[src/rtl/flash_status_poll.sv]
module flash_status_poll #(
  parameter int WIN_CYCLES = 40,
  localparam int CW = $clog2(WIN_CYCLES + 1)
) (
  input  logic       clk,
  input  logic       rst_n,
  input  logic [2:0] mode,
  input  logic       chip_erase,
  input  logic       addr_in_erase,
  input  logic       addr_in_fault,
  input  logic       prog_d7,
  input  logic       fail,
  input  logic       op_ok,
  input  logic       rd_reset,
  input  logic       blk_erase_cmd,
  input  logic       rd,
  output logic       poll_bit,
  output logic       tog_bit,
  output logic       err_bit,
  output logic       tmr_bit,
  output logic       blk_bit
);

  localparam logic [2:0] M_PROG  = 3'd1;
  localparam logic [2:0] M_ERASE = 3'd2;
  localparam logic [2:0] M_SUSP  = 3'd3;
  localparam logic [2:0] M_SPROG = 3'd4;

  logic          busy_t, blk_t, err;
  logic [CW-1:0] win_cnt;

  wire is_prog  = (mode == M_PROG);
  wire is_erase = (mode == M_ERASE);
  wire is_susp  = (mode == M_SUSP);
  wire is_sprog = (mode == M_SPROG);
  wire is_idle  = !(is_prog || is_erase || is_susp || is_sprog);
  wire in_blk   = chip_erase || addr_in_erase;

  wire busy_flip = rd && (is_prog || is_erase || is_sprog);
  wire blk_flip  = rd && ((is_erase && in_blk) || (is_susp && in_blk) ||
                          (is_idle && err && addr_in_fault));

  always_ff @(posedge clk or negedge rst_n) begin
    if (!rst_n) begin
      busy_t <= 1'b0;
      blk_t  <= 1'b0;
    end else begin
      if (busy_flip) busy_t <= ~busy_t;
      if (blk_flip)  blk_t  <= ~blk_t;
    end
  end

  always_ff @(posedge clk or negedge rst_n) begin
    if (!rst_n)                 err <= 1'b0;
    else if (fail)              err <= 1'b1;
    else if (rd_reset || op_ok) err <= 1'b0;
  end

  always_ff @(posedge clk or negedge rst_n) begin
    if (!rst_n)             win_cnt <= '0;
    else if (blk_erase_cmd) win_cnt <= CW'(WIN_CYCLES);
    else if (win_cnt != '0) win_cnt <= win_cnt - 1'b1;
  end

  always_ff @(posedge clk or negedge rst_n) begin
    if (!rst_n) begin
      poll_bit <= 1'b1;
      tog_bit  <= 1'b1;
      err_bit  <= 1'b0;
      tmr_bit  <= 1'b1;
      blk_bit  <= 1'b1;
    end else if (rd) begin
      poll_bit <= (is_prog || is_sprog) ? ~prog_d7 : !is_erase;
      tog_bit  <= busy_flip ? ~busy_t : 1'b1;
      blk_bit  <= blk_flip ? ~blk_t : 1'b1;
      err_bit  <= err;
      tmr_bit  <= (win_cnt == '0);
    end
  end

  a_r2_hold_between_reads: assert property (@(posedge clk) disable iff (!rst_n)
    !rd |=> $stable({poll_bit, tog_bit, err_bit, tmr_bit, blk_bit}));

  a_r3_prog_polls_inverse: assert property (@(posedge clk) disable iff (!rst_n)
    rd && mode == M_PROG |=> blk_bit && (poll_bit == !$past(prog_d7)));

  a_r4_erase_poll_low: assert property (@(posedge clk) disable iff (!rst_n)
    rd && mode == M_ERASE |=> !poll_bit);

  a_r6_suspend_high: assert property (@(posedge clk) disable iff (!rst_n)
    rd && mode == M_SUSP |=> poll_bit && tog_bit);

  a_r8_fail_sets: assert property (@(posedge clk) disable iff (!rst_n)
    fail |=> err);

  a_r8_clear: assert property (@(posedge clk) disable iff (!rst_n)
    (rd_reset || op_ok) && !fail |=> !err);

  a_r10_window_open: assert property (@(posedge clk) disable iff (!rst_n)
    blk_erase_cmd ##1 rd |=> !tmr_bit);

  a_r11_toggles_still: assert property (@(posedge clk) disable iff (!rst_n)
    !rd |=> $stable(busy_t) && $stable(blk_t));

endmodule

[config.mk]
export PLATFORM = sky130hd
export DESIGN_NAME = flash_status_poll
export DESIGN_NICKNAME = d
export VERILOG_FILES = /design/src/rtl/flash_status_poll.sv
export SDC_FILE = /design/constraint.sdc
export NUM_CORES = 1
export LEC_CHECK = 0
export CAP_MARGIN = 30
export CELL_PAD_IN_SITES_DETAIL_PLACEMENT = 1
export CELL_PAD_IN_SITES_GLOBAL_PLACEMENT = 2
export CORE_UTILIZATION = 30
export DETAILED_ROUTE_END_ITERATION = 12
export PLACE_DENSITY_LB_ADDON = 0.1
export SLEW_MARGIN = 15
export SYNTH_ARGS = -nofsm -noshare
export SYNTH_HDL_FRONTEND = slang
export SYNTH_SLANG_ARGS = --single-unit
export TNS_END_PERCENT = 10
[constraint.sdc]
create_clock -name clk -period 3.6 [get_ports clk]
set_input_delay 0.9 -clock clk [delete_from_list [all_inputs] [get_ports clk]]
set_output_delay 0.9 -clock clk [all_outputs]
set_load 0.02 [all_outputs]
Word-level counts from Yosys, hierarchy flattened
Cells that the tools add are included.
Word-level totals
  logic and storage cells: 45
  flip-flop bits (word level): 14
  input bits: 14
  output and inout port bits: 5
Operators by class
  bitwise logic cells: 3
  add/subtract/negate cells: 1
  reductions and logical operators: 21
  mux-type cells: 7
  equal/unequal tests: 4
Operators with widths (number)
  $mux W6: 2
  $logic_or A1 B1 Y1: 9
  $eq A3 B2 Y1 const B: 2
  $logic_and A1 B1 Y1: 6
  $logic_not A6 Y1: 1
  $reduce_bool A6 Y1: 1
  $sub A6 B1 Y6 const B: 1
  $mux W1: 5
  $reduce_bool A2 Y1: 2
  $eq A3 B1 Y1 const B: 1
  $eq A3 B3 Y1 const B: 1
  $not A1 Y1: 3
  $logic_not A1 Y1: 2

Longest topological paths before layout
  word-level depth: 10
  mapped depth: 5
  gate-level depth less buffers: 5

Worst setup path before layout
OpenSTA, ideal clock, no wires.
  path type: input to register
  start: input port mode[2]
  end: register blk_bit
  required time: 3518 ps
  arrival time: 1731 ps
  setup slack: 1787 ps
  buffers on the path: 0
  library setup time: 82 ps
  cell stages on the path: 4
  cell sequence: or3_1 a21oi_1 o21ai_0 mux2_2
On the way
  cells in the longest elaborated chain, start to end: 10
Ends and longest elaborated chain
  start, declared: RTL line 7  | input logic [2:0] mode,
  $eq A3 B1 Y1 or $eq A3 B2 Y1 (tied branches): RTL line 32, 33
  $logic_or A1 B1 Y1 (3 in series): RTL line 36  | wire is_idle = !(is_prog || is_erase || is_susp || is_sprog);
  $logic_not A1 Y1: RTL line 36
  $logic_and A1 B1 Y1 (2 in series): RTL line 41  | (is_idle && err && addr_in_fault));
  $logic_or A1 B1 Y1 *: RTL line 40  | wire blk_flip = rd && ((is_erase && in_blk) || (is_susp && in_blk) ||
  $logic_and A1 B1 Y1 *: RTL line 40
  $mux W1 *: RTL line 75  | blk_bit <= blk_flip ? ~blk_t : 1'b1;
  end signal, assigned: RTL line 75
  end, declared: RTL line 21  | output logic blk_bit
Every way passes the cells marked *; elsewhere a longest branch is shown, timed or not.
A chain may end at the register's enable or synchronous reset.

Final worst setup path
  start: register blk_bit
  end: output port blk_bit
No word-level cell between the ends.

==> flow_summary_export.csv <==
group,metric,value,unit
die,core_area,2210,sq um
min_path,hold_class,"register to register",
setup_path,critical_path.startpoint,"blk_bit$_DFFE_PN1P_",
power_and_ir_drop,power.density,428,nW/um^2
die,die_w,50.3,um
timing,maxSlewHeadroom,0.576,
clock_tree,hold_buffers,0,
outcome,outcome,"completed",
synth,synth-edff-count,0,
synth,postSynthCellCount,67,
place,dpl.hpwl,1.12,mm
synth,yosysUniqueCellTypes,25,
detailed_routing,postRouteAntennaNets,0,
setup_path,crit_cells,1,
cells_and_area,largest_reg_flops,6,
synth,yosysWarnings,0,
global_route,antenna_found_initial,0,
cells_and_area,stdcell_area,933,sq um
power_and_ir_drop,power,399,uW
detailed_routing,remaining_drc_errors,0,
power_and_ir_drop,switching_share,0.283,
setup_path,worst-path-buf-inv,1,
setup_path,critPathLaunchType,"register",
clock_tree,clkSinkCount,14,
timing,fmax,434,MHz
detailed_routing,dr.first_iter.drc_count,0,
synth,synth_area,699,sq um
run,maxCapViolCount,0,
cells_and_area,diodes,0,
clock_tree,clockBufferDepth,2,
die,initial_core_util,0.316,
power_and_ir_drop,comb_power_share,0.260,
timing,finalCritPeriodShare,0.640,
cells_and_area,final_layout_size_suffix_gt1_frac,0.138,
die,ioPinCount,19,
clock_tree,cts.repair.resized,0,
cells_and_area,regArea,355,sq um
setup_path,path_class,"register to primary output",
min_path,worst_hold_startpoint,"busy_t$_DFFE_PN0N_",
cells_and_area,nets,105,
die,num_rows,17,
cells_and_area,multi_input_area,325,sq um
timing,hold_viol,0,
clock_tree,cts.htree.levels,1,
setup_path,endpoint,"blk_bit",
clock_tree,postCtsSetupRepairBufs,0,
clock_tree,cts.clk_slew.worst_paths,0.08,ns
detailed_routing,vias,544,
die,die_h,50.3,um
place,gp_congestion,0.703,
global_route,grt_pass1_vias,553,
power_and_ir_drop,switchingPower,113,uW
setup_path,crit_path_max_fanout,2,
global_route,grt_max_degree,15,
synth,synthArstFlopShare,1.00,
synth,synth_area_leaders,"dfrtp_1, dfstp_2, xnor2_1",
setup_path,rr_endpoint,"win_cnt[3]$_DFFE_PN0P_",
timing,finalSetupTns,0,ns
synth,ys.flop_type,"dfrtp_1",
power_and_ir_drop,p_seq_frac,0.530,
timing,rsz0062_at_grt,"false",
setup_path,crit_slowest_cell,"clkdlybuf4s50_1",
power_and_ir_drop,internal_power,286,uW
detailed_routing,routed_via_density,4.73,
synth,syn-num-nets,83,
setup_path,path_delay_family,"buffers and inverters",
global_route,track_usage,0.135,
setup_path,max_stage_delay,0.60,ns
place,placed_area,911,sq um
power_and_ir_drop,clkPwrFrac,0.210,
clock_tree,cts_buffers,3,
timing,tightest_slew,0.633,ns
power_and_ir_drop,peakVddDrop,0.000188,V
timing,period_needed,2.30,ns
global_route,grt_pass1_wl,2.44,mm
cells_and_area,filler_cell_count,253,
global_route,grt_overflow,0,
cells_and_area,area_growth,33.5,%
timing,layout_setup_ws,1.30,ns
setup_path,r2r_setup_slack,1.96,ns
cells_and_area,largest-register,"win_cnt",
clock_tree,cts_root_buf,"clkbuf_4",
synth,synth_largest_area_cell,"dfrtp_1",
detailed_routing,drtPass1Iterations,1,
place,portBuffers,18,
timing,slew_violations,0,
place,dp_slack,1.16,ns
timing,finalClockSkew,0.00406,ns
synth,synth_seq_cells,14,
setup_path,rr_startpoint,"win_cnt[2]$_DFFE_PN0P_",
timing,finalSetupViolations,0,
setup_path,r2r_cells,4,
clock_tree,worstSkewPairLatency,0.27,ns
power_and_ir_drop,leakagePower,0.000367,uW
detailed_routing,wl,1.48,mm
setup_path,critPathCaptureType,"primary output",
die,die_area,2530,sq um
synth,syn_avg_cell_area,10.4,sq um
setup_path,crit_chain,"clkdlybuf4s50_1",
setup_path,critPathRequiredTime,2.70,ns
detailed_routing,wire_per_inst,12.8,um
setup_path,crit_arrival,1.40,ns
synth,yosysSeqAreaShare,0.508,
clock_tree,tritoncts,"done",
synth,yosysTopAreaCellShare,0.358,
-- power groups by stage --
stage                     Combinational (uW)  Clock (uW)  Sequential (uW)
after floorplan                         50.3           0              219
after global placement                   101           0              214
after detailed placement                 105           0              215
after CTS                                106        93.5              212
after global routing                     116        96.8              216
final                                    104        83.9              211
-- layout by cell type (no fill, tap or decap), drive strengths merged --
cell / count
a211oi: 2
a21o: 1
xor2: 1
a211o: 1
nor2: 7
clkdlybuf4s50: 18
a31oi: 2
nand3b: 1
inv: 4
o221ai: 1
o21ai: 5
clkbuf: 3
or3b: 2
or3: 3
nand2b: 2
xnor2: 5
a21oi: 2
dfstp: 4
dfrtp: 10
or2b: 1
nor3: 3
nand2: 3
nor3b: 1
ha: 2
mux2: 3
-- through the flow --
step	util	hold slack, ns	instances
after global placement	0.412	0.456	112
after global routing	0.422	0.487	115
after detailed placement	0.412	0.458	112
final	0.422	0.473	115
after floorplan	-	0.422	67
after CTS	0.422	0.479	115
-- cells in the mapped netlist, types with 2 or more instances --
cell type / number
inv_1: 4
ha_1: 2
nand2b_1: 2
a21oi_1: 2
dfrtp_1: 10
nor2_1: 7
a31oi_1: 2
xnor2_1: 5
dfstp_2: 4
or3_1: 3
a211oi_1: 2
nand2_1: 3
o21ai_0: 5
nor3_1: 3
mux2_2: 3
-- how the worst min path moves through the flow --
stage,end,cells past startpoint
final,tog_bit$_DFFE_PN1P_,1
after detailed placement,blk_t$_DFFE_PN0P_,1
after floorplan,tog_bit$_DFFE_PN1P_,1
after CTS,blk_t$_DFFE_PN0P_,1
after global placement,blk_t$_DFFE_PN0P_,1
after global routing,poll_bit$_DFFE_PN1P_,2
-- cell type report --
| type | instances | area share |
|---|---|---|
| tap | 28 | 0.0375 |
| inverter | 4 | 0.0161 |
| timing repair buffer | 18 | 0.193 |
| multi-input combinational | 48 | 0.349 |
| sequential | 14 | 0.381 |
| clock buffer | 3 | 0.0241 |
-- logic make-up after synthesis --
logic type,synth area share
mux,0.0483
buf+inv,0.0268
flops,0.508
xor+xnor,0.0751
simple gates,0.181
compound gates,0.125
fa+ha+maj,0.0358
-- layer usage --
layer | global-route usage | up-vias | wire length (um)
met5 | 0 | - | 0
met4 | 0.0571 | 0 | 23
met3 | 0.0545 | 5 | 82
met2 | 0.196 | 12 | 617
met1 | 0.174 | 255 | 752
li1 | - | 272 | -
No activity file was read; power rests on OpenSTA's default activity.
